$ cat config.mk
export PLATFORM = sky130hd
export DESIGN_NAME = carrier_nco
export DESIGN_NICKNAME = d
export VERILOG_FILES = /design/src/rtl/carrier_nco_pkg.sv /design/src/rtl/nco_ctrl.sv /design/src/rtl/nco_quarter_lut.sv /design/src/rtl/nco_datapath.sv /design/src/rtl/carrier_nco.sv
export SDC_FILE = /design/constraint.sdc
export NUM_CORES = 1
export LEC_CHECK = 0
export ABC_AREA = 0
export BUFFER_PORTS_ARGS = -buffer_cell sky130_fd_sc_hd__buf_2
export CORE_MARGIN = 2
export CORE_UTILIZATION = 40
export CTS_CLUSTER_DIAMETER = 200
export DETAILED_ROUTE_END_ITERATION = 10
export PLACE_DENSITY_LB_ADDON = 0.15
export SLEW_MARGIN = 20
export SYNTH_ARGS = -nofsm -noshare
export SYNTH_HDL_FRONTEND = slang
export SYNTH_SLANG_ARGS = --single-unit
$ cat constraint.sdc
create_clock -name clk -period 8.4 [get_ports clk]
set_input_delay 0.84 -clock clk [delete_from_list [all_inputs] [get_ports clk]]
set_output_delay 0.84 -clock clk [all_outputs]
set_load 0.05 [all_outputs]
$ cat src/rtl/carrier_nco_pkg.sv
package carrier_nco_pkg;

  typedef struct packed {
    logic advance;
    logic clearFb;
    logic useOffset;
  } ncoStrobes_t;

  // Quarter-wave sine sample at the midpoint of entry idx out of qn entries,
  // scaled to the largest positive value of an ampW-bit signed word.
  function automatic logic [31:0] sinQuarter(input int idx, input int qn, input int ampW);
    longint piQ30;
    longint x;
    longint x2;
    longint term;
    longint sum;
    longint amp;
    piQ30 = 64'sd3373259426;
    amp   = (64'sd1 <<< (ampW - 1)) - 64'sd1;
    x     = ((2 * longint'(idx) + 1) * piQ30) / (4 * longint'(qn));
    x2    = (x * x) >>> 30;
    term  = x;
    sum   = x;
    for (int n = 1; n <= 7; n++) begin
      term = -((term * x2) >>> 30) / longint'((2 * n) * (2 * n + 1));
      sum  = sum + term;
    end
    sinQuarter = 32'((sum * amp + (64'sd1 <<< 29)) >>> 30);
  endfunction

endpackage

$ cat src/rtl/nco_ctrl.sv
module nco_ctrl
  import carrier_nco_pkg::*;
#(
  parameter int ACC_W = 32
) (
  input  logic              clk,
  input  logic              rstN,
  input  logic              sampEn,
  input  logic              offData,
  input  logic              offSync,
  input  logic              offZero,
  input  logic              clrEn,
  input  logic              accClr,
  output ncoStrobes_t       strobes,
  output logic [ACC_W-1:0]  offsetWord
);

  logic [ACC_W-2:0] shiftReg;
  logic [ACC_W-1:0] assembled;

  assign assembled = {shiftReg, offData};

  always_ff @(posedge clk or negedge rstN) begin
    if (!rstN) begin
      shiftReg   <= '0;
      offsetWord <= '0;
    end else begin
      shiftReg <= assembled[ACC_W-2:0];
      if (offSync) begin
        offsetWord <= assembled;
      end
    end
  end

  always_comb begin
    strobes.advance   = sampEn;
    strobes.clearFb   = accClr & clrEn;
    strobes.useOffset = ~offZero;
  end

endmodule

$ cat src/rtl/nco_quarter_lut.sv
module nco_quarter_lut
  import carrier_nco_pkg::*;
#(
  parameter int QBITS = 6,
  parameter int AMP_W = 18,
  localparam int IDX_W = QBITS + 2,
  localparam int QN = 1 << QBITS
) (
  input  logic [IDX_W-1:0]        idx,
  output logic signed [AMP_W-1:0] sinVal,
  output logic signed [AMP_W-1:0] cosVal
);

  logic [AMP_W-1:0] quarterTbl [QN];

  for (genvar g = 0; g < QN; g++) begin : g_tbl
    assign quarterTbl[g] = AMP_W'(sinQuarter(g, QN, AMP_W));
  end

  logic [IDX_W-1:0] cosIdx;
  assign cosIdx = idx + IDX_W'(QN);

  function automatic logic signed [AMP_W-1:0] unfold(input logic [IDX_W-1:0] p,
                                                     input logic [AMP_W-1:0] magA,
                                                     input logic [AMP_W-1:0] magB);
    logic [AMP_W-1:0] mag;
    mag = p[QBITS] ? magB : magA;
    unfold = p[IDX_W-1] ? -$signed(mag) : $signed(mag);
  endfunction

  logic [QBITS-1:0] sinI, cosI;
  assign sinI = idx[QBITS-1:0];
  assign cosI = cosIdx[QBITS-1:0];

  always_comb begin
    sinVal = unfold(idx, quarterTbl[sinI], quarterTbl[~sinI]);
    cosVal = unfold(cosIdx, quarterTbl[cosI], quarterTbl[~cosI]);
  end

endmodule

$ cat src/rtl/nco_datapath.sv
module nco_datapath
  import carrier_nco_pkg::*;
#(
  parameter int ACC_W = 32,
  parameter int PO_W  = 10,
  parameter int QBITS = 6,
  parameter int AMP_W = 18,
  localparam int IDX_W = QBITS + 2
) (
  input  logic                    clk,
  input  logic                    rstN,
  input  ncoStrobes_t             strobes,
  input  logic [ACC_W-1:0]        centerFreq,
  input  logic [ACC_W-1:0]        offsetWord,
  input  logic [PO_W-1:0]         phaseOff,
  output logic [ACC_W-1:0]        accVal,
  output logic [ACC_W-1:0]        freqWord,
  output logic signed [AMP_W-1:0] sinOut,
  output logic signed [AMP_W-1:0] cosOut
);

  logic [ACC_W-1:0] accNext;
  logic [ACC_W-1:0] feedback;
  logic [PO_W-1:0]  phaseHi;
  logic [IDX_W-1:0] lutIdx;
  logic             unusedLsb;
  logic signed [AMP_W-1:0] lutSin, lutCos;

  assign freqWord = centerFreq + (strobes.useOffset ? offsetWord : '0);
  assign feedback = strobes.clearFb ? '0 : accVal;
  assign accNext  = strobes.advance ? feedback + freqWord : feedback;

  assign phaseHi   = accVal[ACC_W-1 -: PO_W] + phaseOff;
  assign lutIdx    = phaseHi[PO_W-1 -: IDX_W];
  assign unusedLsb = ^phaseHi[PO_W-IDX_W-1:0];

  nco_quarter_lut #(.QBITS(QBITS), .AMP_W(AMP_W)) lut_i (
    .idx    (lutIdx),
    .sinVal (lutSin),
    .cosVal (lutCos)
  );

  always_ff @(posedge clk or negedge rstN) begin
    if (!rstN) begin
      accVal <= '0;
      sinOut <= '0;
      cosOut <= '0;
    end else begin
      accVal <= accNext;
      sinOut <= lutSin;
      cosOut <= lutCos;
    end
  end

endmodule

$ cat src/rtl/carrier_nco.sv
module carrier_nco
  import carrier_nco_pkg::*;
#(
  parameter int ACC_W = 32,
  parameter int PO_W  = 10,
  parameter int QBITS = 6,
  parameter int AMP_W = 18
) (
  input  logic                    clk,
  input  logic                    rstN,
  input  logic                    sampEn,
  input  logic [ACC_W-1:0]        centerFreq,
  input  logic [PO_W-1:0]         phaseOff,
  input  logic                    offData,
  input  logic                    offSync,
  input  logic                    offZero,
  input  logic                    clrEn,
  input  logic                    accClr,
  output logic signed [AMP_W-1:0] sinOut,
  output logic signed [AMP_W-1:0] cosOut
);

  ncoStrobes_t      strobes;
  logic [ACC_W-1:0] offsetWord;
  logic [ACC_W-1:0] accVal;
  logic [ACC_W-1:0] freqWord;

  nco_ctrl #(.ACC_W(ACC_W)) ctrl_i (
    .clk        (clk),
    .rstN       (rstN),
    .sampEn     (sampEn),
    .offData    (offData),
    .offSync    (offSync),
    .offZero    (offZero),
    .clrEn      (clrEn),
    .accClr     (accClr),
    .strobes    (strobes),
    .offsetWord (offsetWord)
  );

  nco_datapath #(.ACC_W(ACC_W), .PO_W(PO_W), .QBITS(QBITS), .AMP_W(AMP_W)) dp_i (
    .clk        (clk),
    .rstN       (rstN),
    .strobes    (strobes),
    .centerFreq (centerFreq),
    .offsetWord (offsetWord),
    .phaseOff   (phaseOff),
    .accVal     (accVal),
    .freqWord   (freqWord),
    .sinOut     (sinOut),
    .cosOut     (cosOut)
  );

endmodule

After elaboration in Yosys (flattened, before gate mapping)
Memories as Yosys holds them, arrays and structs flattened.
Index checks and enable logic that the tools add are counted.

word-level totals
  output and inout port bits = 36
  memory bits (writable) = 0
  bits in registers = 131
  bits in latches = 0
  input port bits = 50
  logic and storage cells = 41
  memory bits (read-only) = 4,608
  memories = 4

operators by class
  bitwise operators = 7
  $add $sub $neg = 6
  shifts and indexed selects = 0
  magnitude comparators = 4
  multipliers = 0
  reduce and logical (&&, ||, !) cells = 0
  mux-type cells = 15
  div/mod/pow operators = 0
  equality and inequality tests = 0

memory list
  name             depth  width  rd ports  clocked after memory_dff  wr ports  RTL line               source
  (no name shown)  64     18     1         0                         0         nco_quarter_lut.sv:37  cosVal = unfold(cosIdx, quarterTbl[cosI], quarterTbl[~cosI]);
  (no name shown)  64     18     1         0                         0         nco_quarter_lut.sv:37
  (no name shown)  64     18     1         0                         0         nco_quarter_lut.sv:36  sinVal = unfold(idx, quarterTbl[sinI], quarterTbl[~sinI]);
  (no name shown)  64     18     1         0                         0         nco_quarter_lut.sv:36

operators with widths
  cell                                                       count
  2-to-1 mux 18 bit                                          12
  2-to-1 mux 32 bit                                          3
  adder 32 bit                                               2
  negator 18 bit                                             2
  greater-or-equal comparator 7 bit (second input constant)  4
  inverter 6 -> 7 bit                                        4
  inverter 6 bit                                             2
  adder 10 bit                                               1
  adder 8 x 7 -> 8 bit (second input constant)               1
  bitwise AND 1 bit                                          1

Logic depth before layout (Yosys ltp)
Gate-level depths: netlist of run 1.

  word-level depth = 10
  gate-level depth with buffers = 21
  mapped depth without buffers = 18

Hierarchy
A second synthesis of run 1 with hierarchy kept.

second synthesis, totals
  cell total of the unflattened synthesis = 1,403
  area, all modules = 12,331.8 µm²

modules (own cells, without submodules)
  module           instances  seq. area each (µm²)  cells each  area an instance (µm²)
  nco_datapath     1          1,701.6               627         5,821.8
  nco_quarter_lut  1          0.0                   674         4,371.7
  nco_ctrl         1          1,576.5               102         2,138.3

Worst setup path before layout of run 1
Ideal clock, no wire load.

  path type = in2reg
  from = input phaseOff[1]
  to = register dp_i.sinOut[14]
  required time = 8.320 ns
  path slack = 3.192 ns
  data arrival time = 5.128 ns
  buffers on the path = 2
  library setup time = 0.080 ns
  cell stages on the path = 17
  path through = ha_1 > a311oi_4 > nor2_1 > clkbuf_1 > nor2_1 > inv_1 > ha_1 > clkbuf_1 > a31oi_1 > or3_1 > a21boi_1 > o21ai_0 > a221o_1 > or3_4 > or4_4 > o31ai_2 > xnor2_1

on the way
  word-level cells in the longest chain between the ends = 9
  elaborated cells between the ends (all ways) = 13
  those cells by class = add/sub: 2; mux: 6; bitwise: 3; memory: 2

RTL lines
  item                                                   RTL line               source
  start, declared                                        carrier_nco.sv:13      input logic [PO_W-1:0] phaseOff,
  adder 10 bit (*)                                       nco_datapath.sv:33     assign phaseHi = accVal[ACC_W-1 -: PO_W] + phaseOff;
  inverter 6 bit                                         nco_quarter_lut.sv:36
  inverter 6 -> 7 bit                                    nco_quarter_lut.sv:36
  memory (64 x 18 bit)                                   --
  2-to-1 mux 18 bit (implied by the code) (2 in series)  nco_quarter_lut.sv:36
  2-to-1 mux 18 bit                                      nco_quarter_lut.sv:27  mag = p[QBITS] ? magB : magA;
  negator 18 bit                                         nco_quarter_lut.sv:28  unfold = p[IDX_W-1] ? -$signed(mag) : $signed(mag);
  2-to-1 mux 18 bit (*)                                  nco_quarter_lut.sv:28
  named net dp_i.lutSin[14]                              nco_datapath.sv:27     logic signed [AMP_W-1:0] lutSin, lutCos;
  end signal, assigned                                   nco_datapath.sv:50     sinOut <= lutSin;
  end, declared                                          nco_datapath.sv:18     output logic signed [AMP_W-1:0] sinOut,

Mark *: on every way through the listed nets, which the timed path passes. The rest lies on a longest branch. The select of a mux whose other input is x is not followed.
A chain may end at the register's enable or synchronous reset.

Worst setup path after layout of run 1
  from = input phaseOff[2]
  to = register dp_i.cosOut[12]

on the way
  word-level cells in the longest chain between the ends = 10
  elaborated cells between the ends (all ways) = 14
  those cells by class = add/sub: 3; mux: 6; bitwise: 3; memory: 2

RTL lines
  item                                                   RTL line               source
  adder 10 bit (*)                                       nco_datapath.sv:33
  adder 8 x 7 -> 8 bit (*)                               nco_quarter_lut.sv:21  assign cosIdx = idx + IDX_W'(QN);
  inverter 6 bit                                         nco_quarter_lut.sv:37
  inverter 6 -> 7 bit                                    nco_quarter_lut.sv:37
  memory (64 x 18 bit)                                   --
  2-to-1 mux 18 bit (implied by the code) (2 in series)  nco_quarter_lut.sv:37
  2-to-1 mux 18 bit                                      nco_quarter_lut.sv:27
  negator 18 bit                                         nco_quarter_lut.sv:28
  2-to-1 mux 18 bit (*)                                  nco_quarter_lut.sv:28
  named net dp_i.lutCos[12]                              nco_datapath.sv:27
  end signal, assigned                                   nco_datapath.sv:51     cosOut <= lutCos;
  end, declared                                          nco_datapath.sv:19     output logic signed [AMP_W-1:0] cosOut

Marked as above.

==> results of run 1 <==
final timing paths:
path | startpoint | to | slack (ns) | cells past startpoint
min in group asynchronous | rstN | dp_i.sinOut[16] | 0.38 | 1
max | phaseOff[2] | dp_i.cosOut[12] | 2.23 | 13
min reg2reg | ctrl_i.shiftReg[12] | ctrl_i.shiftReg[13] | 0.36 | 0
max reg2reg | dp_i.accVal[24] | dp_i.cosOut[12] | 2.35 | 12
min | ctrl_i.shiftReg[12] | ctrl_i.shiftReg[13] | 0.36 | 0
max in group asynchronous | rstN | ctrl_i.shiftReg[22] | 6.67 | 2
area by class of cell:
type | count | share of cell area
Multi-Input combinational cell | 1051 | 0.603
Inverter | 35 | 0.0102
Clock buffer | 20 | 0.0354
Tap cell | 384 | 0.0372
Sequential cell | 131 | 0.254
Clock inverter | 11 | 0.00620
Timing Repair Buffer | 119 | 0.0538
synthesized netlist by cell type, types with 23 or more instances:
cell type	n	area, um2
a31oi_1	29	181
buf_2	36	180
ha_1	53	663
xnor2_1	44	385
mux2i_1	26	260
inv_1	31	116
nand2_1	86	323
dfrtp_1	131	3280
xor2_1	23	201
nor3_1	48	240
fa_1	32	641
nand3_1	38	190
clkbuf_1	47	176
and2_1	36	225
a21oi_1	81	405
nor2_1	59	221
o21ai_0	91	455
o211ai_1	26	195
nor2b_1	38	238
mux2_2	44	495
layer usage:
layer / global-route usage / up-vias / wire, um
li1: - / 5009 / -
met1: 0.383 / 5268 / 18200
met2: 0.410 / 590 / 18100
met3: 0.0676 / 132 / 3880
met4: 0.117 / 0 / 1900
met5: 0 / - / 0
registers in the layout, indices dropped and copies added, names as in the netlist:
register,flops
dp_i.accVal,32
ctrl_i.offsetWord,32
dp_i.sinOut,18
ctrl_i.shiftReg,31
dp_i.cosOut,18
per-stage QoR:
step                hold WS (ns)  setup WS [ns]  area [um2]  cells   util
floorplan                  0.349           3.19       11600   1319      -
global placement           0.352           1.48       12300   1718  0.430
detailed placement         0.356           1.98       12400   1720  0.431
CTS                        0.368           2.40       12900   1751  0.450
global route               0.371           2.03       12900   1751  0.450
finish                     0.364           2.23       12900   1751  0.450
kinds of logic after synthesis:
kind of cell | share of synthesized area
multiplexers | 0.0669
XOR/XNOR | 0.0504
AND/OR/NAND/NOR | 0.168
buffers and inverters | 0.0529
adder cells (fa/ha/maj) | 0.112
flip-flops | 0.282
AO/OA/AOI/OAI | 0.268
critical path: cells and delay by family:
| family | cells | cell delay (ns) |
|---|---|---|
| compound gates | 4 | 1.89 |
| xor+xnor | 1 | 0.17 |
| fa+ha+maj | 1 | 0.56 |
| buf+inv | 1 | 0.10 |
| mux | 1 | 0.14 |
| simple gates | 5 | 2.73 |
==> impl_metrics.json, run 1 <==
{
  "synth_seq_area_share": 0.282,
  "initial_core_util": 0.405,
  "clk_latency_ns": 0.42,
  "dieWidth_um": 175,
  "fin_worst_skew_ns": 0.0137,
  "tns_ns": 0,
  "cts_setup_buffers": 0,
  "slew_violations": 0,
  "layout-drive-gt1-share": 0.169,
  "synth_async_sr_flop_share": 1.00,
  "yosysUniqueCellTypes": 85,
  "avgSynthCellArea_um2": 8.82,
  "postRouteAntennaNets": 0,
  "cts_htree_levels": 4,
  "path_max_fanout": 16,
  "cts-root-buf": "clkbuf_16",
  "max_stage_delay_ns": 0.93,
  "core_mm2": 0.0287,
  "post-dp-hpwl_um": 30700,
  "grt_overflow": 0,
  "fillers": 2901,
  "via_count": 10999,
  "grt_use_total": 0.276,
  "vias_per_cell": 6.28,
  "antenna_found_initial": 0,
  "synth_area_mm2": 0.0116,
  "wl_per_cell_um": 24.0,
  "seqCellArea_mm2": 0.00328,
  "worstPathArrival_ns": 6.46,
  "tightest_slew_ns": 1.05,
  "final_cell_mix": "dfrtp_1, o21ai_0, nand2_1",
  "synth_fp_nets": 1454,
  "cts_made_buffers": 17,
  "netlist_instances": 1319,
  "io_pins": 86,
  "dieArea_mm2": 0.0305,
  "fmax_mhz": 162,
  "finalHoldViolCount": 0,
  "period_needed_ns": 6.17,
  "drc_errors": 0,
  "rsz0062_at_grt": "no",
  "clockBufferDepth": 2,
  "multi_input_area_mm2": 0.00779,
  "cts_resized": 0,
  "crit_path_end_kind": "flop",
  "rows": 62,
  "dr.pass1.iters": 6,
  "final_common_cell": "dfrtp_1",
  "cts_tree": "built",
  "worstPathRequired_ns": 8.69,
  "ys.flop_type": "dfrtp_1",
  "hold_class": "flop to flop",
  "crit_path_start_kind": "input pin",
  "outcome": "complete, no violations",
  "clock-sinks": 131,
  "nNetsFinal": 1490,
  "antenna_cells": 0,
  "wirelength_um": 42100,
  "slowest_stage": "nand3_1",
  "drtIter0Drc": 1304,
  "finalSetupViolCount": 0,
  "cts_hold_buffers": 0,
  "area_delta_synth_final_pct": 11.0,
  "cts.clk_slew.worst_paths_ns": 0.06,
  "ys_ff_latch": 131,
  "io_buffer_count": 85,
  "grt_max_degree": 73,
  "gp_congestion": 1.03,
  "grt_pass1_wl_um": 65000,
  "grt_pass1_vias": 10679,
  "synth-warning-count": 0,
  "cap_violations": 0,
  "slew_headroom": 0.295,
  "worstPathCellList": "buf_2 -> ha_1 -> o21a_1 -> nand4_1 -> nand3_1 -> nor3_1 -> o31ai_1 -> mux2i_1 -> o21ai_0 -> nand3_1 -> nor3_1 -> a21oi_1 -> xor2_1",
  "critPathKind": "input pin to flop",
  "die_h_um": 175,
  "period_share": 0.735,
  "synth_edf_count": 0
}
Power of run 1 is left out: the tool's default activity adds up to more than one toggle a clock period on the data nets, which glitch-free logic cannot reach.
==> run 2, diff against run 1 <==
Clock period 8.4 ns to 6.19 ns, I/O delays scaled along.
==> impl_metrics.json, run 2 (synthesized netlist as in run 1, its figures left out) <==
{
  "postRouteAntennaNets": 0,
  "cts_hold_buffers": 0,
  "stdcell_count": 1774,
  "setup_ws_ns": 0.761,
  "clockBufferDepth": 2,
  "fin_worst_skew_ns": 0.0127,
  "finalSetupViolCount": 0,
  "max_stage_delay_ns": 0.88,
  "wl_per_cell_um": 23.6,
  "area_delta_synth_final_pct": 12.6,
  "period_needed_ns": 5.43,
  "slew_headroom": 0.290,
  "cts_htree_levels": 4,
  "post-dp-hpwl_um": 31100,
  "dieWidth_um": 175,
  "io_pins": 86,
  "crit_path_start_kind": "flop",
  "antenna_cells": 0,
  "grt_pass1_vias": 10676,
  "initial_core_util": 0.405,
  "tns_ns": 0,
  "worstPathArrival_ns": 5.76,
  "gp_congestion": 0.981,
  "grt_use_total": 0.277,
  "slowest_stage": "nor4_1",
  "path_max_fanout": 14,
  "core_mm2": 0.0287,
  "cts_resized": 0,
  "top_regs": "ctrl_i.offsetWord (32), dp_i.accVal (32), ctrl_i.shiftReg (31)",
  "wirelength_um": 41900,
  "clk_latency_ns": 0.42,
  "fmax_mhz": 184,
  "slew_violations": 0,
  "cts_setup_buffers": 0,
  "cts-root-buf": "clkbuf_16",
  "rows": 62,
  "dieArea_mm2": 0.0305,
  "period_share": 0.877,
  "hold_class": "input pin to asynchronous set/reset pin",
  "cts.clk_slew.worst_paths_ns": 0.06,
  "cts_made_buffers": 17,
  "grt_pass1_wl_um": 65100,
  "antenna_found_initial": 0,
  "final_common_cell": "dfrtp_1",
  "drtIter0Drc": 1049,
  "outcome": "complete, no violations",
  "crit_buf_inv": 3,
  "via_count": 11037,
  "cap_violations": 0,
  "dr.pass1.iters": 7,
  "critPathKind": "flop to flop",
  "rsz0062_at_grt": "no",
  "vias_per_cell": 6.22,
  "final_cell_mix": "dfrtp_1, o21ai_0, nand2_1",
  "tightest_slew_ns": 1.06,
  "dp_slack_ns": 0.522,
  "crit_family": "simple AND/OR/NAND/NOR gates",
  "drc_errors": 0,
  "cts_tree": "built",
  "worstPathCellList": "ha_1 -> a311oi_4 -> nor2_1 -> buf_4 -> nor2_1 -> buf_4 -> inv_1 -> ha_1 -> nor4_1 -> or3_1 -> a31oi_1 -> mux2i_1 -> o22a_1 -> o211ai_1 -> nor4_1 -> o22ai_1 -> a22oi_1",
  "die_h_um": 175,
  "grt_overflow": 0,
  "crit_path_end_kind": "flop",
  "dp_cells": 1743,
  "clock-sinks": 131,
  "io_buffer_count": 85,
  "nNetsFinal": 1513,
  "worstPathRequired_ns": 6.52,
  "finalHoldViolCount": 0,
  "grt_max_degree": 68,
  "layout-drive-gt1-share": 0.183
}
run 2: changes by cell type in the layout (fill, tap and decap cells not counted):
cell        previous run  this run
nor3_4                 1         0
bufinv_16              0         1
buf_6                  3         1
buf_12                 0         1
nor3_2                 0         1
buf_4                 32        56
clkinv_4               4         3
clkbuf_8               2         1
clkinvlp_4             1         2
run 2: final timing paths:
kind,start,end,slack (ns),cells past startpoint
worst max-delay path,dp_i.accVal[24],dp_i.cosOut[9],0.76,17
worst min-delay path,rstN,dp_i.sinOut[16],0.18,1
worst max register to register,dp_i.accVal[24],dp_i.cosOut[9],0.76,17
worst min register to register,ctrl_i.shiftReg[1],ctrl_i.shiftReg[2],0.37,0
max in group asynchronous,rstN,dp_i.accVal[27],4.69,2
min in group clk,offData,ctrl_i.shiftReg[0],0.34,1
run 2: stage by stage:
step | util | hold slack (ns) | cell area, um2
2_1_floorplan | - | 0.323 | 11600
3_3_place_gp | 0.437 | 0.352 | 12500
3_5_place_dp | 0.437 | 0.354 | 12500
4_1_cts | 0.456 | 0.194 | 13100
5_1_grt | 0.456 | 0.223 | 13100
6_report | 0.456 | 0.184 | 13100
run 2: metal layers:
layer,global-route usage,share of wire
met1,0.385,0.44
met2,0.420,0.44
met3,0.0580,0.081
met4,0.111,0.039
met5,0,0
run 2: cell type report:
class                      instances  area [um2]
timing repair buffer             142         872
clock inverter                    12         109
sequential                       131        3280
fill                            2880       15600
clock buffer                      19         443
multi-input combinational       1051        7780
inverter                          35         131
tap                              384         480
Power of run 2 is left out for the same reason.
==> run 3, diff against run 2 <==
Settings changed: BUFFER_PORTS_ARGS -buffer_cell sky130_fd_sc_hd__buf_2 to -buffer_cell sky130_fd_sc_hd__buf_4.
==> impl_metrics.json, run 3 (synthesized netlist as in run 1, its figures left out) <==
{
  "cts_htree_levels": 4,
  "worstPathRequired_ns": 6.47,
  "dieWidth_um": 175,
  "cts_tree": "built",
  "rr_worst_depth": 13,
  "worstPathArrival_ns": 5.66,
  "io_pins": 86,
  "io_buffer_count": 85,
  "place_area_mm2": 0.0127,
  "rsz0062_at_grt": "no",
  "design_area_mm2": 0.0134,
  "outcome": "complete, no violations",
  "nNetsFinal": 1511,
  "core_mm2": 0.0287,
  "period_share": 0.869,
  "grt_overflow": 0,
  "fin_worst_skew_ns": 0.0131,
  "slew_violations": 0,
  "hold_class": "input pin to asynchronous set/reset pin",
  "hold_slack_ns": 0.174,
  "fillers": 2870,
  "dr.pass1.iters": 6,
  "postRouteAntennaNets": 0,
  "slew_headroom": 0.341,
  "fmax_mhz": 186,
  "dieArea_mm2": 0.0305,
  "initial_core_util": 0.405,
  "drc_errors": 0,
  "wl_per_cell_um": 23.8,
  "cts-root-buf": "clkbuf_16",
  "drtIter0Drc": 1203,
  "tns_ns": 0,
  "final_common_cell": "buf_4",
  "grt_use_total": 0.281,
  "die_h_um": 175,
  "post-dp-hpwl_um": 31400,
  "dp_slack_ns": 0.557,
  "layout-drive-gt1-share": 0.182,
  "rows": 62,
  "crit_path_end_kind": "flop",
  "via_count": 11035,
  "vias_per_cell": 6.22,
  "top_regs": "ctrl_i.offsetWord (32), dp_i.accVal (32), ctrl_i.shiftReg (31)",
  "clockBufferDepth": 2,
  "cts_resized": 0,
  "clk_latency_ns": 0.42,
  "gp_congestion": 0.997,
  "setup_ws_ns": 0.813,
  "clock-sinks": 131,
  "finalHoldViolCount": 0,
  "final_cell_mix": "buf_4, dfrtp_1, o21ai_0",
  "cts.clk_slew.worst_paths_ns": 0.06,
  "antenna_found_initial": 0,
  "wirelength_um": 42300,
  "cts_setup_buffers": 0,
  "tightest_slew_ns": 0.980,
  "crit_path_start_kind": "flop",
  "cap_violations": 0,
  "path_max_fanout": 36,
  "grt_pass1_vias": 10909,
  "finalSetupViolCount": 0,
  "cts_made_buffers": 17,
  "critPathKind": "flop to flop",
  "area_delta_synth_final_pct": 14.9,
  "period_needed_ns": 5.38,
  "grt_pass1_wl_um": 65900,
  "cts_hold_buffers": 0,
  "grt_max_degree": 70
}
-- run 3: cell types whose count changed in the layout (fill, tap and decap cells not counted), sizes merged --
cell	delta
clkinv	-4
bufinv	+3
inv	+3
buf	-2
clkbuf	-1
diode	+1
-- run 3: critical path: stages, from the launching register on --
cell and delay, ns:
dfrtp_1 0.38, ha_1 0.59, o21a_1 0.55, nand4_1 0.36, buf_4 0.31, a21oi_1 0.73
xnor2_2 0.21, buf_4 0.41, mux2i_1 0.12, o21ai_0 0.56, nand3_1 0.23, nor3_1 0.41
a21oi_1 0.15, xor2_1 0.18
-- run 3: path summary, 6_finish.rpt --
| check | slack, ns | endpoint | start |
|---|---|---|---|
| max in group asynchronous | 4.72 | dp_i.accVal[21] | rstN |
| min in group clk | 0.33 | ctrl_i.shiftReg[0] | offData |
| min reg2reg | 0.37 | ctrl_i.shiftReg[17] | ctrl_i.shiftReg[16] |
| max reg2reg | 0.81 | dp_i.cosOut[12] | dp_i.accVal[25] |
| max | 0.81 | dp_i.cosOut[12] | dp_i.accVal[25] |
| min | 0.17 | dp_i.sinOut[16] | rstN |
-- run 3: cell type report --
| type | instances | area (um2) | share of cell area |
|---|---|---|---|
| clock inverters | 14 | 198 | 0.0148 |
| clock buffers | 18 | 429 | 0.0321 |
| well taps | 384 | 480 | 0.0359 |
| repair buffers | 140 | 1070 | 0.0798 |
| multi-input cells | 1051 | 7780 | 0.582 |
| inverters | 35 | 131 | 0.00983 |
| diodes | 1 | 2.50 | 0.000187 |
| flip-flops and latches | 131 | 3280 | 0.245 |
-- run 3: layer usage --
metal / vias up / GRT usage / part of all wire
li1: 5041 / - / -
met1: 5379 / 0.386 / 0.44
met2: 494 / 0.434 / 0.44
met3: 121 / 0.0402 / 0.067
met4: 0 / 0.138 / 0.047
met5: - / 0 / 0
-- run 3: metrics by stage --
step	utilization	cells
floorplan	-	1319
global placement	0.444	1740
detailed placement	0.444	1741
CTS	0.466	1773
global route	0.466	1773
finish	0.466	1774
Power of run 3 is left out for the same reason.
